File: src/rtl/lsm_pkg.sv
package lsm_pkg;

    parameter int unsigned XLEN   = 32;
    parameter int unsigned NREGS  = 16;
    localparam int unsigned RIDX_W = $clog2(NREGS);
    localparam int unsigned CNT_W  = $clog2(NREGS + 1);
    localparam int unsigned WORD_BYTES = 4;

    typedef enum logic [1:0] {
        ST_IDLE = 2'd0,
        ST_XFER = 2'd1,
        ST_FIN  = 2'd2
    } lsm_state_e;

    typedef enum logic {
        AM_UPDATED  = 1'b0,
        AM_RESTORED = 1'b1
    } abort_model_e;

    typedef struct packed {
        logic              en;
        logic [RIDX_W-1:0] idx;
        logic [XLEN-1:0]   value;
    } base_wr_t;

    function automatic logic [XLEN-1:0] word_align(input logic [XLEN-1:0] a);
        return {a[XLEN-1:2], 2'b00};
    endfunction

endpackage

File: src/rtl/lsm_reg_pick.sv
module lsm_reg_pick #(
    parameter int unsigned NREGS  = lsm_pkg::NREGS,
    parameter int unsigned RIDX_W = lsm_pkg::RIDX_W
) (
    input  logic [NREGS-1:0]  mask,
    output logic [NREGS-1:0]  grant,
    output logic [RIDX_W-1:0] idx,
    output logic              last,
    output logic              any
);
    logic [NREGS-1:0] rest;

    // lowest set bit wins: ascending register order
    assign grant = mask & (~mask + NREGS'(1));
    assign rest  = mask & ~grant;
    assign any   = |mask;
    assign last  = any && (rest == '0);

    logic [RIDX_W-1:0] idx_terms [NREGS];

    genvar g;
    generate
        for (g = 0; g < NREGS; g++) begin : g_enc
            assign idx_terms[g] = grant[g] ? RIDX_W'(g) : '0;
        end
    endgenerate

    always_comb begin
        idx = '0;
        for (int i = 0; i < NREGS; i++) begin
            idx = idx | idx_terms[i];
        end
    end
endmodule

File: src/rtl/lsm_addr_gen.sv
module lsm_addr_gen #(
    parameter int unsigned XLEN = lsm_pkg::XLEN
) (
    input  logic            clk,
    input  logic            rst,
    input  logic            load,
    input  logic [XLEN-1:0] load_addr,
    input  logic            step,
    output logic [XLEN-1:0] addr
);
    import lsm_pkg::*;

    logic [XLEN-1:0] addr_q;

    always_ff @(posedge clk) begin
        if (rst) begin
            addr_q <= '0;
        end else if (load) begin
            addr_q <= word_align(load_addr);
        end else if (step) begin
            addr_q <= addr_q + XLEN'(WORD_BYTES);
        end
    end

    assign addr = addr_q;


    addr_step_chk: assert property (@(posedge clk) disable iff (rst)
        (step && !load) |=> (addr_q == $past(addr_q) + XLEN'(WORD_BYTES)));


    addr_align_chk: assert property (@(posedge clk) disable iff (rst)
        load |=> (addr_q[1:0] == 2'b00));
endmodule

File: src/rtl/lsm_wb_policy.sv
module lsm_wb_policy #(
    parameter int unsigned CNT_W = lsm_pkg::CNT_W
) (
    input  logic             model_restore,
    input  logic             wb_enabled,
    input  logic             in_xfer,
    input  logic             in_fin,
    input  logic [CNT_W-1:0] beats_done,
    input  logic             any_abort,
    output logic             write_now
);
    import lsm_pkg::*;

    abort_model_e model;
    logic early_slot;
    logic late_slot;

    assign model = abort_model_e'(model_restore);

    // second beat cycle, or end of a one-register transfer
    assign early_slot = (in_xfer && beats_done == CNT_W'(1)) ||
                        (in_fin  && beats_done == CNT_W'(1));
    // end of instruction, list non-empty, nothing aborted
    assign late_slot  = in_fin && (beats_done != '0) && !any_abort;

    always_comb begin
        unique case (model)
            AM_UPDATED:  write_now = wb_enabled && early_slot;
            AM_RESTORED: write_now = wb_enabled && late_slot;
            default:     write_now = 1'b0;
        endcase
    end
endmodule

File: src/rtl/lsm_wb_ctrl.sv
module lsm_wb_ctrl #(
    parameter int unsigned XLEN   = lsm_pkg::XLEN,
    parameter int unsigned NREGS  = lsm_pkg::NREGS,
    localparam int unsigned RIDX_W = $clog2(NREGS),
    localparam int unsigned CNT_W  = $clog2(NREGS + 1)
) (
    input  logic              clk,
    input  logic              rst,
    input  logic              cfg_restore,
    input  logic              start,
    input  logic              wb_bit,
    input  logic [RIDX_W-1:0] base_idx,
    input  logic [NREGS-1:0]  reg_list,
    input  logic [XLEN-1:0]   start_addr,
    input  logic [XLEN-1:0]   wb_value,
    input  logic              beat_abort,
    output logic              busy,
    output logic              beat_valid,
    output logic [XLEN-1:0]   beat_addr,
    output logic [RIDX_W-1:0] beat_reg,
    output logic              base_we,
    output logic [RIDX_W-1:0] base_wr_idx,
    output logic [XLEN-1:0]   base_wdata,
    output logic              abort_flag,
    output logic              done
);
    import lsm_pkg::*;

    localparam logic [RIDX_W-1:0] PC_IDX = RIDX_W'(NREGS - 1);

    lsm_state_e        state_q;
    logic [NREGS-1:0]  mask_q;
    logic [CNT_W-1:0]  cnt_q;
    logic              acc_q;
    logic              flag_q;
    logic              wb_en_q;
    logic [RIDX_W-1:0] base_q;
    logic [XLEN-1:0]   val_q;

    logic              start_acc;
    logic              in_xfer;
    logic              in_fin;
    logic [NREGS-1:0]  grant;
    logic [RIDX_W-1:0] pick_idx;
    logic              pick_last;
    logic              pick_any;
    logic              wr_now;
    base_wr_t          wr;

    assign start_acc = start && (state_q == ST_IDLE);
    assign in_xfer   = (state_q == ST_XFER);
    assign in_fin    = (state_q == ST_FIN);

    lsm_reg_pick #(.NREGS(NREGS), .RIDX_W(RIDX_W)) u_pick (
        .mask  (mask_q),
        .grant (grant),
        .idx   (pick_idx),
        .last  (pick_last),
        .any   (pick_any)
    );

    lsm_addr_gen #(.XLEN(XLEN)) u_addr (
        .clk       (clk),
        .rst       (rst),
        .load      (start_acc),
        .load_addr (start_addr),
        .step      (in_xfer),
        .addr      (beat_addr)
    );

    lsm_wb_policy #(.CNT_W(CNT_W)) u_policy (
        .model_restore (cfg_restore),
        .wb_enabled    (wb_en_q),
        .in_xfer       (in_xfer),
        .in_fin        (in_fin),
        .beats_done    (cnt_q),
        .any_abort     (acc_q),
        .write_now     (wr_now)
    );

    always_ff @(posedge clk) begin
        if (rst) begin
            state_q <= ST_IDLE;
            mask_q  <= '0;
            cnt_q   <= '0;
            acc_q   <= 1'b0;
            flag_q  <= 1'b0;
            wb_en_q <= 1'b0;
            base_q  <= '0;
            val_q   <= '0;
        end else begin
            unique case (state_q)
                ST_IDLE: begin
                    if (start) begin
                        mask_q  <= reg_list;
                        cnt_q   <= '0;
                        acc_q   <= 1'b0;
                        flag_q  <= 1'b0;
                        wb_en_q <= wb_bit && (base_idx != PC_IDX);
                        base_q  <= base_idx;
                        val_q   <= wb_value;
                        state_q <= (reg_list == '0) ? ST_FIN : ST_XFER;
                    end
                end
                ST_XFER: begin
                    mask_q <= mask_q & ~grant;
                    cnt_q  <= cnt_q + CNT_W'(1);
                    acc_q  <= acc_q | beat_abort;
                    if (pick_last) begin
                        flag_q  <= acc_q | beat_abort;
                        state_q <= ST_FIN;
                    end
                end
                ST_FIN: begin
                    state_q <= ST_IDLE;
                end
                default: state_q <= ST_IDLE;
            endcase
        end
    end

    assign wr.en    = wr_now;
    assign wr.idx   = base_q;
    assign wr.value = val_q;

    assign busy        = (state_q != ST_IDLE);
    assign beat_valid  = in_xfer && pick_any;
    assign beat_reg    = pick_idx;
    assign base_we     = wr.en;
    assign base_wr_idx = wr.idx;
    assign base_wdata  = wr.value;
    assign abort_flag  = flag_q;
    assign done        = in_fin;


    done_pulse_chk: assert property (@(posedge clk) disable iff (rst)
        done |=> !done);


    beat_align_chk: assert property (@(posedge clk) disable iff (rst)
        beat_valid |-> (beat_addr[1:0] == 2'b00));


    no_pc_write_chk: assert property (@(posedge clk) disable iff (rst)
        base_we |-> (base_wr_idx != PC_IDX));


    restore_clean_chk: assert property (@(posedge clk) disable iff (rst)
        (cfg_restore && base_we) |-> (done && !abort_flag));


    update_window_chk: assert property (@(posedge clk) disable iff (rst)
        (!cfg_restore && base_we) |-> (beat_valid || done));


    flag_sticky_chk: assert property (@(posedge clk) disable iff (rst)
        (abort_flag && !start_acc) |=> abort_flag);


    beat_onehot_chk: assert property (@(posedge clk) disable iff (rst)
        beat_valid |-> $onehot0(grant));
endmodule

File: config.mk
export PLATFORM = sky130hd
export DESIGN_NAME = lsm_wb_ctrl
export DESIGN_NICKNAME = d
export VERILOG_FILES = /design/src/rtl/lsm_pkg.sv /design/src/rtl/lsm_reg_pick.sv /design/src/rtl/lsm_addr_gen.sv /design/src/rtl/lsm_wb_policy.sv /design/src/rtl/lsm_wb_ctrl.sv
export SDC_FILE = /design/constraint.sdc
export NUM_CORES = 1
export LEC_CHECK = 0
export BUFFER_PORTS_ARGS = -buffer_cell sky130_fd_sc_hd__buf_4
export CORE_MARGIN = 10
export CORE_UTILIZATION = 31
export DETAILED_ROUTE_END_ITERATION = 16
export PLACE_DENSITY = 0.56
export SETUP_SLACK_MARGIN = 0.02
export SLEW_MARGIN = 20
export SYNTH_ARGS = -nofsm -noshare
export SYNTH_HDL_FRONTEND = slang
export SYNTH_SLANG_ARGS = --single-unit
File: constraint.sdc
create_clock -name clk -period 3.2 [get_ports clk]
set_input_delay 0.48 -clock clk [delete_from_list [all_inputs] [get_ports clk]]
set_output_delay 0.48 -clock clk [all_outputs]
set_load 0.03 [all_outputs]
==> results.toml <==
[synthesis]
synth_common_cells = "nand2_1 (102), dfxtp_1 (92), nor2_1 (63)"
post-synth-top-count-cell = "nand2_1"
synth_top_area_share = 0.420
syn-mean-instance-area_um2 = 7.65
ys.flop_type = "dfxtp_1"
ys_seq_area_frac = 0.420
syn_area_um2 = 4380
synthTopCellsByArea = "dfxtp_1 (42%), nand2_1 (8.7%), a21oi_1 (6.2%)"
ys_seq_elements = 92
synthArstFlopShare = 0
synth_cell_types = 52
syn_inst = 573
synth_edf_count = 0
synth_warnings = 0
yosysTopAreaCell = "dfxtp_1"

[cells_and_area]
antenna_cells = 0
fin_nets = 801
utilization = 0.433
syn2layout_area_growth_pct = 37.2
drive_above_1_share = 0.271
fill_cells = 1439

[sta]
post-route-period-util = 0.939
grt_setup_unrepaired = "false"
finalHoldViolations = 0
worst_pin_slew_ns = 0.759
max_freq_ghz = 0.333
setup_tns_ns = 0
relSlewSlack = 0.494
fin_skew_ns = 0.00700
setup_viol = 0
slew_violations = 0
period_needed_ns = 3.01

[clock_tree]
cts.reportedPaths.clkPinSlew_ns = 0.07
htreeDepth = 3
clk_latency_ns = 0.34
tritoncts = "done"
ctsResizeCount = 0
cts_made_buffers = 9
clockBufferDepth = 2
holdBufCountCts = 0
clkSinkCount = 92
post_cts_buffers = 0
clk_root_buffer_cell = "clkbuf_16"

[hold_path]
holdPathStages = 3
hold_path_class = "primary input to flip-flop"
holdPathEnd = "base_wdata[25]"
min_from = "wb_value[25]"

[floorplan]
die_w_um = 139
start_util = 0.316
die_area_um2 = 19300
core_area_um2 = 13900
rows = 43
io_pins = 167
die_h_um = 139

[outcome]
status = "finished, final reports clean"

[placed_design]
gp_congestion = 0.922
dp_hpwl_um = 11000
port_buffers = 162

[worst_setup_path]
crit_type = "flip-flop to output port"
timing.rr.start = "mask_q[0]"
cp_max_fo = 8
crit_arrival_ns = 2.53
crit_path_end_kind = "output port"
cp-start-kind = "flip-flop"
rr_endpoint = "abort_flag"
critPathRequiredTime_ns = 2.72
reg2reg_slack_ns = 0.46
rr_worst_depth = 6

[routing]
via_per_inst = 5.07
postRouteAntennaNets = 0
drt_iter0_drc = 315
drc = 0
route.vias.total = 4521
route.detailed.wl_per_inst_um = 16.5
dr.pass1.iters = 4
routed_wl_um = 14700

[grt]
antenna_found_initial = 0
grt_pass1_wl_um = 23300
use_met3 = 0.0466
busiest_layer = "met2"
first_global_vias = 4348
grt.total_usage = 0.146
grt_overflow = 0
grtUsageMet1 = 0.172
grt_max_degree = 71
grt_util_met2 = 0.244

[power_and_ir_drop]
ir_drop_uv = 238
power_density_nw_per_um2 = 657
cellLeakagePower_nw = 2.47

[job]
drv_cap = 0
==> state kept, by name (all words and copies together) (netlist names), 2 cells and up <==
| signal | count |
|---|---|
| base_wr_idx | 4 |
| cnt_q | 5 |
| base_wdata | 32 |
| state_q | 2 |
| mask_q | 16 |
| u_addr.addr | 30 |
==> layout make-up <==
| type | count | area [um2] | share of cell area |
|---|---|---|---|
| multi-input combinational | 424 | 2330 | 0.387 |
| sequential | 92 | 1840 | 0.306 |
| timing repair buffer | 168 | 1260 | 0.210 |
| clock buffer | 11 | 253 | 0.0420 |
| tap | 180 | 225 | 0.0374 |
| clock inverter | 5 | 58.8 | 0.00978 |
| inverter | 12 | 45.0 | 0.00749 |
==> placed cells by master (no fill, tap or decap), types with 2 or more instances in the layout <==
| master | instances |
|---|---|
| nand2b_1 | 3 |
| a31oi_1 | 4 |
| nor3_1 | 22 |
| or3_1 | 3 |
| o31ai_1 | 2 |
| clkinvlp_4 | 2 |
| clkbuf_16 | 9 |
| and4_1 | 4 |
| nor4_1 | 17 |
| ha_1 | 4 |
| a211oi_1 | 22 |
| o21a_1 | 2 |
| a22oi_1 | 17 |
| conb_1 | 2 |
| dfxtp_1 | 92 |
| xnor2_1 | 13 |
| clkbuf_8 | 2 |
| a21oi_1 | 54 |
| o211ai_1 | 3 |
| and3_1 | 6 |
| nand4_1 | 10 |
| nor2_1 | 63 |
| buf_4 | 168 |
| o22ai_1 | 2 |
| nand3_1 | 12 |
| o21ai_0 | 18 |
| inv_1 | 12 |
| xor2_1 | 7 |
| nand2_1 | 101 |
| o21bai_1 | 2 |
| or4_1 | 4 |
| nor2b_1 | 4 |
==> critical path: stages (launching register included) <==
cell and delay [ns]:
dfxtp_1 0.38, nor4_1 0.63, nand4_1 0.28, nor4_1 0.45, a32oi_1 0.14, nand3_1 0.13, buf_4 0.17
==> worst max-delay path by stage <==
stage / from / endpoint / slack (ns)
2_1_floorplan: u_addr.addr[7] / u_addr.addr[29] / 0.60
5_1_grt: mask_q[0] / beat_reg[1] / 0.02
6_report: mask_q[0] / beat_reg[1] / 0.19
3_5_place_dp: mask_q[0] / abort_flag / 0.50
4_1_cts: mask_q[0] / beat_reg[1] / 0.21
3_3_place_gp: mask_q[0] / abort_flag / 0.58
==> metrics by stage <==
stage | std cells | hold slack [ns] | setup WS (ns) | instance area, um2 | total power, mW
2_1_floorplan | 574 | 0.437 | 0.601 | 4390 | 2.36
3_3_place_gp | 876 | 0.444 | 0.580 | 5700 | 2.88
3_5_place_dp | 876 | 0.449 | 0.500 | 5700 | 2.89
4_1_cts | 892 | 0.368 | 0.207 | 6010 | 4.01
5_1_grt | 892 | 0.376 | 0.0215 | 6010 | 4.20
6_report | 892 | 0.381 | 0.194 | 6010 | 3.95
==> kinds of logic after synthesis <==
group	Yosys count	synth area share
simple gates	258	0.272
compound gates	137	0.197
flops	92	0.420
buf+inv	58	0.0519
xor+xnor	20	0.0400
fa+ha+maj	5	0.0137
mux	2	0.00485
other cells	1	0.000855
==> power breakdown <==
group	leakage [nW]	switching [mW]	total [mW]	internal (mW)
Combinational	1.57	0.870	1.39	0.521
Sequential	0.757	0.165	1.46	1.30
Clock	0.148	0.451	1.10	0.649
==> per-layer routing <==
layer | vias to the layer above | share of wire
met1 | 2098 | 0.43
met2 | 136 | 0.49
met5 | - | 0
met4 | 0 | 0.015
met3 | 13 | 0.069
li1 | 2274 | -
Note: power is estimated with default switching activity, not from simulation.
